--- src/rtl/txstat_pkg.sv ---
package txstat_pkg;

   // Slot order fixes the field position in the packed read word.
   typedef enum int unsigned {
      SLOT_SINGLE = 0,
      SLOT_MULTI  = 1,
      SLOT_DEFER  = 2,
      SLOT_EXCESS = 3
   } txstat_slot_e;

   localparam int unsigned TXSTAT_SLOTS = 4;

   // One decoded packet report, one bit per counter slot.
   typedef struct packed {
      logic excess;
      logic defer;
      logic multi;
      logic single;
   } txstat_bump_t;

endpackage

--- src/rtl/txstat_event_decode.sv ---
module txstat_event_decode
   import txstat_pkg::*;
#(
   parameter int unsigned COLL_W    = 5,
   parameter int unsigned MULTI_MAX = 16
) (
   input  logic              pkt_done,
   input  logic              pkt_ok,
   input  logic [COLL_W-1:0] pkt_coll_cnt,
   input  logic              pkt_deferred,
   input  logic              pkt_exc_deferred,
   output txstat_bump_t      bump
);

   localparam logic [COLL_W-1:0] ONE_COLL  = COLL_W'(1);
   localparam logic [COLL_W-1:0] TWO_COLL  = COLL_W'(2);
   localparam logic [COLL_W-1:0] TOP_COLL  = COLL_W'(MULTI_MAX);

   logic is_single;
   logic is_multi;

   always_comb begin
      is_single = (pkt_coll_cnt == ONE_COLL);
      is_multi  = (pkt_coll_cnt >= TWO_COLL) && (pkt_coll_cnt <= TOP_COLL);
   end

   // Every slot is gated by the single completion pulse, which is what
   // limits each counter to one step per packet.
   always_comb begin
      bump.single = pkt_done & pkt_ok & is_single;
      bump.multi  = pkt_done & is_multi;
      bump.defer  = pkt_done & pkt_deferred;
      bump.excess = pkt_done & pkt_exc_deferred;
   end

endmodule

--- src/rtl/txstat_sat_cell.sv ---
module txstat_sat_cell #(
   parameter int unsigned CNT_W = 4
) (
   input  logic             clk,
   input  logic             rst_n,
   input  logic             bump,
   input  logic             clr,
   output logic [CNT_W-1:0] count,
   output logic             at_max
);

   localparam logic [CNT_W-1:0] CNT_ZERO = '0;
   localparam logic [CNT_W-1:0] CNT_ONE  = CNT_W'(1);

   logic [CNT_W-1:0] count_q;

   assign at_max = &count_q;
   assign count  = count_q;

   always_ff @(posedge clk) begin
      if (!rst_n) begin
         count_q <= CNT_ZERO;
      end else if (clr) begin
         // Clear wins, but a same-cycle event restarts the count at one.
         count_q <= bump ? CNT_ONE : CNT_ZERO;
      end else if (bump && !at_max) begin
         count_q <= count_q + CNT_ONE;
      end
   end

endmodule

--- src/rtl/txstat_sat_counters.sv ---
module txstat_sat_counters
   import txstat_pkg::*;
#(
   parameter int unsigned CNT_W          = 4,
   parameter int unsigned COLL_W         = 5,
   parameter int unsigned MULTI_MAX      = 16,
   parameter bit          IRQ_REGISTERED = 1'b0
) (
   input  logic                          clk,
   input  logic                          rst_n,
   input  logic                          pkt_done,
   input  logic                          pkt_ok,
   input  logic [COLL_W-1:0]             pkt_coll_cnt,
   input  logic                          pkt_deferred,
   input  logic                          pkt_exc_deferred,
   input  logic                          rd_stb,
   output logic [TXSTAT_SLOTS*CNT_W-1:0] rd_data,
   output logic                          irq
);

   localparam int unsigned DATA_W = TXSTAT_SLOTS * CNT_W;

   // Elaboration-time parameter checks.
   if (CNT_W < 2) begin : g_bad_cnt_w
      $error("txstat_sat_counters: CNT_W must be at least 2");
   end
   if (MULTI_MAX < 2) begin : g_bad_multi_lo
      $error("txstat_sat_counters: MULTI_MAX must be at least 2");
   end
   if (MULTI_MAX >= (1 << COLL_W)) begin : g_bad_multi_hi
      $error("txstat_sat_counters: MULTI_MAX does not fit in COLL_W bits");
   end

   txstat_bump_t              bump;
   logic [TXSTAT_SLOTS-1:0]   bump_vec;
   logic [TXSTAT_SLOTS-1:0]   max_vec;
   logic [DATA_W-1:0]         word;

   txstat_event_decode #(
      .COLL_W    (COLL_W),
      .MULTI_MAX (MULTI_MAX)
   ) u_decode (
      .pkt_done         (pkt_done),
      .pkt_ok           (pkt_ok),
      .pkt_coll_cnt     (pkt_coll_cnt),
      .pkt_deferred     (pkt_deferred),
      .pkt_exc_deferred (pkt_exc_deferred),
      .bump             (bump)
   );

   always_comb begin
      bump_vec[SLOT_SINGLE] = bump.single;
      bump_vec[SLOT_MULTI]  = bump.multi;
      bump_vec[SLOT_DEFER]  = bump.defer;
      bump_vec[SLOT_EXCESS] = bump.excess;
   end

   for (genvar s = 0; s < TXSTAT_SLOTS; s++) begin : g_slot
      txstat_sat_cell #(
         .CNT_W (CNT_W)
      ) u_cell (
         .clk    (clk),
         .rst_n  (rst_n),
         .bump   (bump_vec[s]),
         .clr    (rd_stb),
         .count  (word[s*CNT_W +: CNT_W]),
         .at_max (max_vec[s])
      );
   end

   assign rd_data = word;

   // The interrupt is either taken straight from the saturation flags
   // or retimed through a flop for a cleaner path to the aggregator.
   if (IRQ_REGISTERED) begin : g_irq_reg
      logic irq_q;
      always_ff @(posedge clk) begin
         if (!rst_n) begin
            irq_q <= 1'b0;
         end else begin
            irq_q <= |max_vec;
         end
      end
      assign irq = irq_q;
   end else begin : g_irq_comb
      assign irq = |max_vec;
   end

endmodule

--- config.mk ---
export PLATFORM = sky130hd
export DESIGN_NAME = txstat_sat_counters
export DESIGN_NICKNAME = d
export VERILOG_FILES = /design/src/rtl/txstat_pkg.sv /design/src/rtl/txstat_event_decode.sv /design/src/rtl/txstat_sat_cell.sv /design/src/rtl/txstat_sat_counters.sv
export SDC_FILE = /design/constraint.sdc
export NUM_CORES = 1
export LEC_CHECK = 0
export ABC_AREA = 1
export CAP_MARGIN = 0
export CORE_MARGIN = 5
export CORE_UTILIZATION = 39
export CTS_CLUSTER_DIAMETER = 30
export DETAILED_ROUTE_END_ITERATION = 8
export HOLD_SLACK_MARGIN = 0.03
export PLACE_DENSITY = 0.78
export SLEW_MARGIN = 30
export SYNTH_ARGS = -nofsm -noshare
export SYNTH_HDL_FRONTEND = slang
export SYNTH_SLANG_ARGS = --single-unit
--- constraint.sdc ---
create_clock -name clk -period 1.1 [get_ports clk]
set_input_delay 0.22 -clock clk [delete_from_list [all_inputs] [get_ports clk]]
set_output_delay 0.22 -clock clk [all_outputs]
set_load 0.02 [all_outputs]
## Yosys cells after proc, flatten, opt, wreduce, memory -nomap -nowiden

Cells that the tools add are included.

- Bits in registers: 16
- Logic and storage cells: 46

- $add $sub $neg: 4
- Order comparisons: 2
- Equality and inequality tests: 1
- Multiplexer cells: 12
- Bitwise gates (word level): 5
- Reductions and logical operators: 18

Operators by type and width:

| kind | count |
|---|---|
| 4-bit two-way mux | 8 |
| 4-bit by 1-bit adder with 4-bit output (second input constant) | 4 |
| 4-bit AND reduction | 4 |
| 2-bit nonzero test | 4 |
| 1-bit bitwise AND | 5 |
| 5-bit by 1-bit equality test with 1-bit output (second input constant) | 1 |
| 5-bit by 2-bit greater-or-equal comparator with 1-bit output (second input constant) | 1 |
| 5-bit less-or-equal comparator (second input constant) | 1 |
| 1-bit logical AND | 5 |
| 1-bit zero test | 4 |
| 1-bit two-way mux | 4 |
| 4-bit OR reduction | 1 |

## Logic depth before layout (Yosys ltp)

- Word-level depth: 6
- Depth in mapped cells: 8

## Modules after synthesis

From an unflattened synthesis, not the netlist that was laid out.

- Cell total of the unflattened synthesis: 163
- Area total of the unflattened synthesis: 984.7 sq um

By module, submodules not included:

| module | times used | cells an instance | area each (sq um) | sequential area each (sq um) |
|---|---|---|---|---|
| txstat_sat_cell | 4 | 36 | 226.5 | 80.1 |
| txstat_event_decode | 1 | 16 | 67.6 | 0.0 |
| txstat_sat_counters | 1 | 3 | 11.3 | 0.0 |

## Worst setup path before layout

No wires, ideal clock.

- Path type: reg-to-output
- From: reg g_slot[1].u_cell.count_q[1]
- To: out irq
- Data arrival time: 1118 ps
- Data required time: 880 ps
- Setup slack: -238 ps
- Cell stages (with the launch flop): 6
- Buffers on the path: 0
- Cell sequence: dfxtp_1 -> ha_1 -> nand2_1 -> nor2_1 -> inv_1 -> nand4_1

- Longest elaborated chain between the ends: 2

RTL lines:

| element | line | source |
|---|---|---|
| start, declared | txstat_sat_cell.sv:15 | `logic [CNT_W-1:0] count_q;` |
| start signal, assigned | txstat_sat_cell.sv:25 | `count_q <= bump ? CNT_ONE : CNT_ZERO;` |
| start signal, assigned | txstat_sat_cell.sv:27 | `count_q <= count_q + CNT_ONE;` |
| 4-bit AND reduction | txstat_sat_cell.sv:17 | `assign at_max = &count_q;` |
| 4-bit OR reduction | txstat_sat_counters.sv:86 | `assign irq = \|max_vec;` |
| end, declared | txstat_sat_counters.sv:18 | `output logic irq` |

No other way between the ends.

## Worst setup path in the final report

- From: reg g_slot[1].u_cell.count_q[0]
- To: out irq

Same word-level chain as after synthesis.

==> qor.csv <==
metric,value,unit
number of diodes,0,
Post-CTS Hold Fix Bufs,0,
#FFs+latches synth,16,
worst r2r src,g_slot[1].u_cell.count[0],
Final Skew,0.000339,ns
unrepaired setup endpoints after global routing,true,
worst endpoint required time,0.88,ns
root buf cell,clkbuf_4,
Hold Path Class,reg -> reg,
crit-path max cell delay,0.39,ns
largest net degree at the start of global routing,10,
Post-Place Cells,205,
Detailed Place HPWL,1950,um
clock buffer depth,2,
combinational power share,21.7,%
FP Rows,16,
leakage dissipation,0.000779,uW
Routed Antenna Nets,0,
Final Hold Viols,0,
leading area contributor after synthesis,dfxtp_1,
Synth async-reset ratio,0,%
maximum vdd drop,774,uV
initial core utilization,41.9,%
First-pass DRT Iterations,4,
critical path peak fanout,2,
Core Box Area,0.00202,mm^2
"Cell Count, Final, Fillers Out",222,
Mapped Avg Cell Area,6.83,um^2
Vias,1273,
Syn Nets,140,
Worst Hold Launch,g_slot[3].u_cell.count[3],
worst slew pin tran,0.276,ns
Fmax,0.647,GHz
Mapped Cells,124,
layout cells sized above 1,65.6,%
Top-Level Pins,29,
hold slack,0.571,ns
insertion delay to the later sink of the worst-skew pair,0.30,ns
fin util,94.5,%
worst path arrival time,1.33,ns
crit path cell chain,ha_4 -> nand2_4 -> nor2_4 -> inv_2 -> nand4_1 -> buf_6,
gpl congestion,0.846,
first-pass GRT wire length,5400,um
Max Slew Vio Count,0,
final wirelength,4860,um
Final WS setup,-0.445,ns
post-route cell area,0.00191,mm^2
Rel. slew slack,81.5,%
"Seq/Total Area, Yosys",37.8,%
Switch Pwr,368,uW
Worst Setup Start Kind,flop,
placed cell areas,0.00144,mm^2
Layout area overhead,126,%
clk sinks,16,
die width,56.6,um
ranking of synthesized cells by area,"dfxtp_1 38%, nand2_1 13%, a21oi_1 7.1%",
WL per Instance,21.9,um
Reg power frac,48.8,%
Yosys cell types,18,
# fillers,63,
Synth Cell Area,847,um^2
H-tree depth,1,
failing checks,negative setup slack,
gr ovfl total,0,
FF-to-FF setup slack,-0.21,ns
crit path launch,g_slot[1].u_cell.count[0],
final setup fails,31,
Int Power,824,uW
initial antenna violation count,0,
slowest cell on the critical path,dfxtp_4,
CTS Buf Count,3,
max_cap viols,0,
number of global-route vias before repair,1182,
Die H,56.6,um
pwr dens,624,mW/mm^2
CTS tree,yes,
PortBufs,28,
Total Routing Usage GR,21.4,%
full die area,0.00320,mm^2
top-area cell type share of the netlist area,37.8,%
Synth Flop Type,dfxtp_1,
Crit Path Category,reg -> out,
Switching Fraction,30.9,%
Clock Power Share,29.5,%
status,"finished, violations left",
Syn. warnings,0,
Initial DRC Count,106,
vias per inst,5.73,
max FFs per register,16,
"EDFF count, synth",0,
period utilization,140,%
CP Capture Type,output pin,
minimum clock period,1.55,ns
Final #Nets,212,
drc violations,0,
clock slew seen by the registers of the worst setup and hold paths,0.12,ns
layout by cell type (no fill, tap or decap), types with 2 or more instances in the layout:
master,synthesis,final
buf_6,0,32
buf_4,0,23
nand2_1,29,18
nor2_1,15,10
inv_1,12,9
dfxtp_4,0,9
nand2_2,2,7
a21oi_2,1,7
nor2_4,1,6
dfxtp_2,0,6
clkdlybuf4s50_1,0,6
nand2_4,0,5
nand3_4,0,5
nand3_1,12,5
a21oi_1,12,5
dlygate4sd2_1,0,5
ha_4,0,4
inv_2,2,3
nand4_1,3,3
o21ai_2,0,3
clkbuf_4,0,3
and3_4,0,2
nor3_2,0,2
o21ai_0,7,2
o21ai_1,1,2
nand3_2,0,2
nor2_2,2,2
final cells by class:
cell class              count  area, um^2  share of cell area (%)
clock buffers               4        26.3                    1.38
inverters                  14        61.3                    3.21
multi-input cells          94         786                    41.1
flip-flops and latches     16         362                    18.9
well taps                  27        33.8                    1.77
repair buffers             67         642                    33.6
metal layers:
metal | vias to the layer above | share of wire, % | GRT usage [%]
met1 | 593 | 37 | 24.5
met4 | 0 | 6.1 | 10.8
met5 | - | 0 | 0
met3 | 26 | 6.7 | 4.59
li1 | 555 | - | -
met2 | 99 | 50 | 37.0
logic make-up (layout without fill, tap and decap cells):
| kind of cell | Yosys count | after routing | synth area share (%) |
|---|---|---|---|
| fa+ha+maj | 4 | 4 | 5.91 |
| compound gates | 21 | 21 | 12.9 |
| simple gates | 69 | 69 | 37.2 |
| flops | 16 | 16 | 37.8 |
| buf+inv | 14 | 85 | 6.20 |
stage by stage:
stage | total power (uW) | setup TNS [ns] | setup WS (ns)
after floorplan | 669 | -0.0831 | -0.0831
final | 1190 | -2.51 | -0.445
after global routing | 1220 | -3.33 | -0.475
after global placement | 769 | -7.35 | -0.510
after CTS | 1140 | -1.40 | -0.342
after detailed placement | 774 | -7.88 | -0.517
worst paths after layout:
| check | endpoint | cells after the start |
|---|---|---|
| setup reg to reg | g_slot[1].u_cell.count[3] | 8 |
| setup / recovery | irq | 6 |
| hold reg to reg | g_slot[3].u_cell.count[3] | 2 |
| hold / removal | g_slot[3].u_cell.count[3] | 2 |
Yosys cell counts, types with 2 or more instances:
cell type  number
and3_1          2
nand4_1         3
nand3_1        12
inv_1          12
inv_2           2
dfxtp_1        16
nand2_1        29
nand2_2         2
nor2_1         15
nor2_2          2
a21oi_1        12
o21ai_0         7
ha_1            4
nor3_1          2
power by group through the flow:
stage,logic (uW),clock network (uW),registers (uW)
3_3_place_gp,171,0,598
6_report,259,352,581
4_1_cts,205,344,585
3_5_place_dp,176,0,598
5_1_grt,269,368,582
2_1_floorplan,58.9,0,611
worst max-delay path, delay by kind of cell, from the launching register on:
kind                       cells  cell delay [ns]
adders and majority gates      1             0.15
buffers and inverters          2             0.19
DFF                            1             0.39
and+or+nand+nor                3             0.29
repair_timing:
item / CTS / global route
setup endpoints to repair: 29 / 31
pin swaps: 13 / 17
setup buffers: 6 / 17
resized for setup: 149 / 53
hold endpoints to repair: 0 / 0
Power figures use the tool's default switching activity.
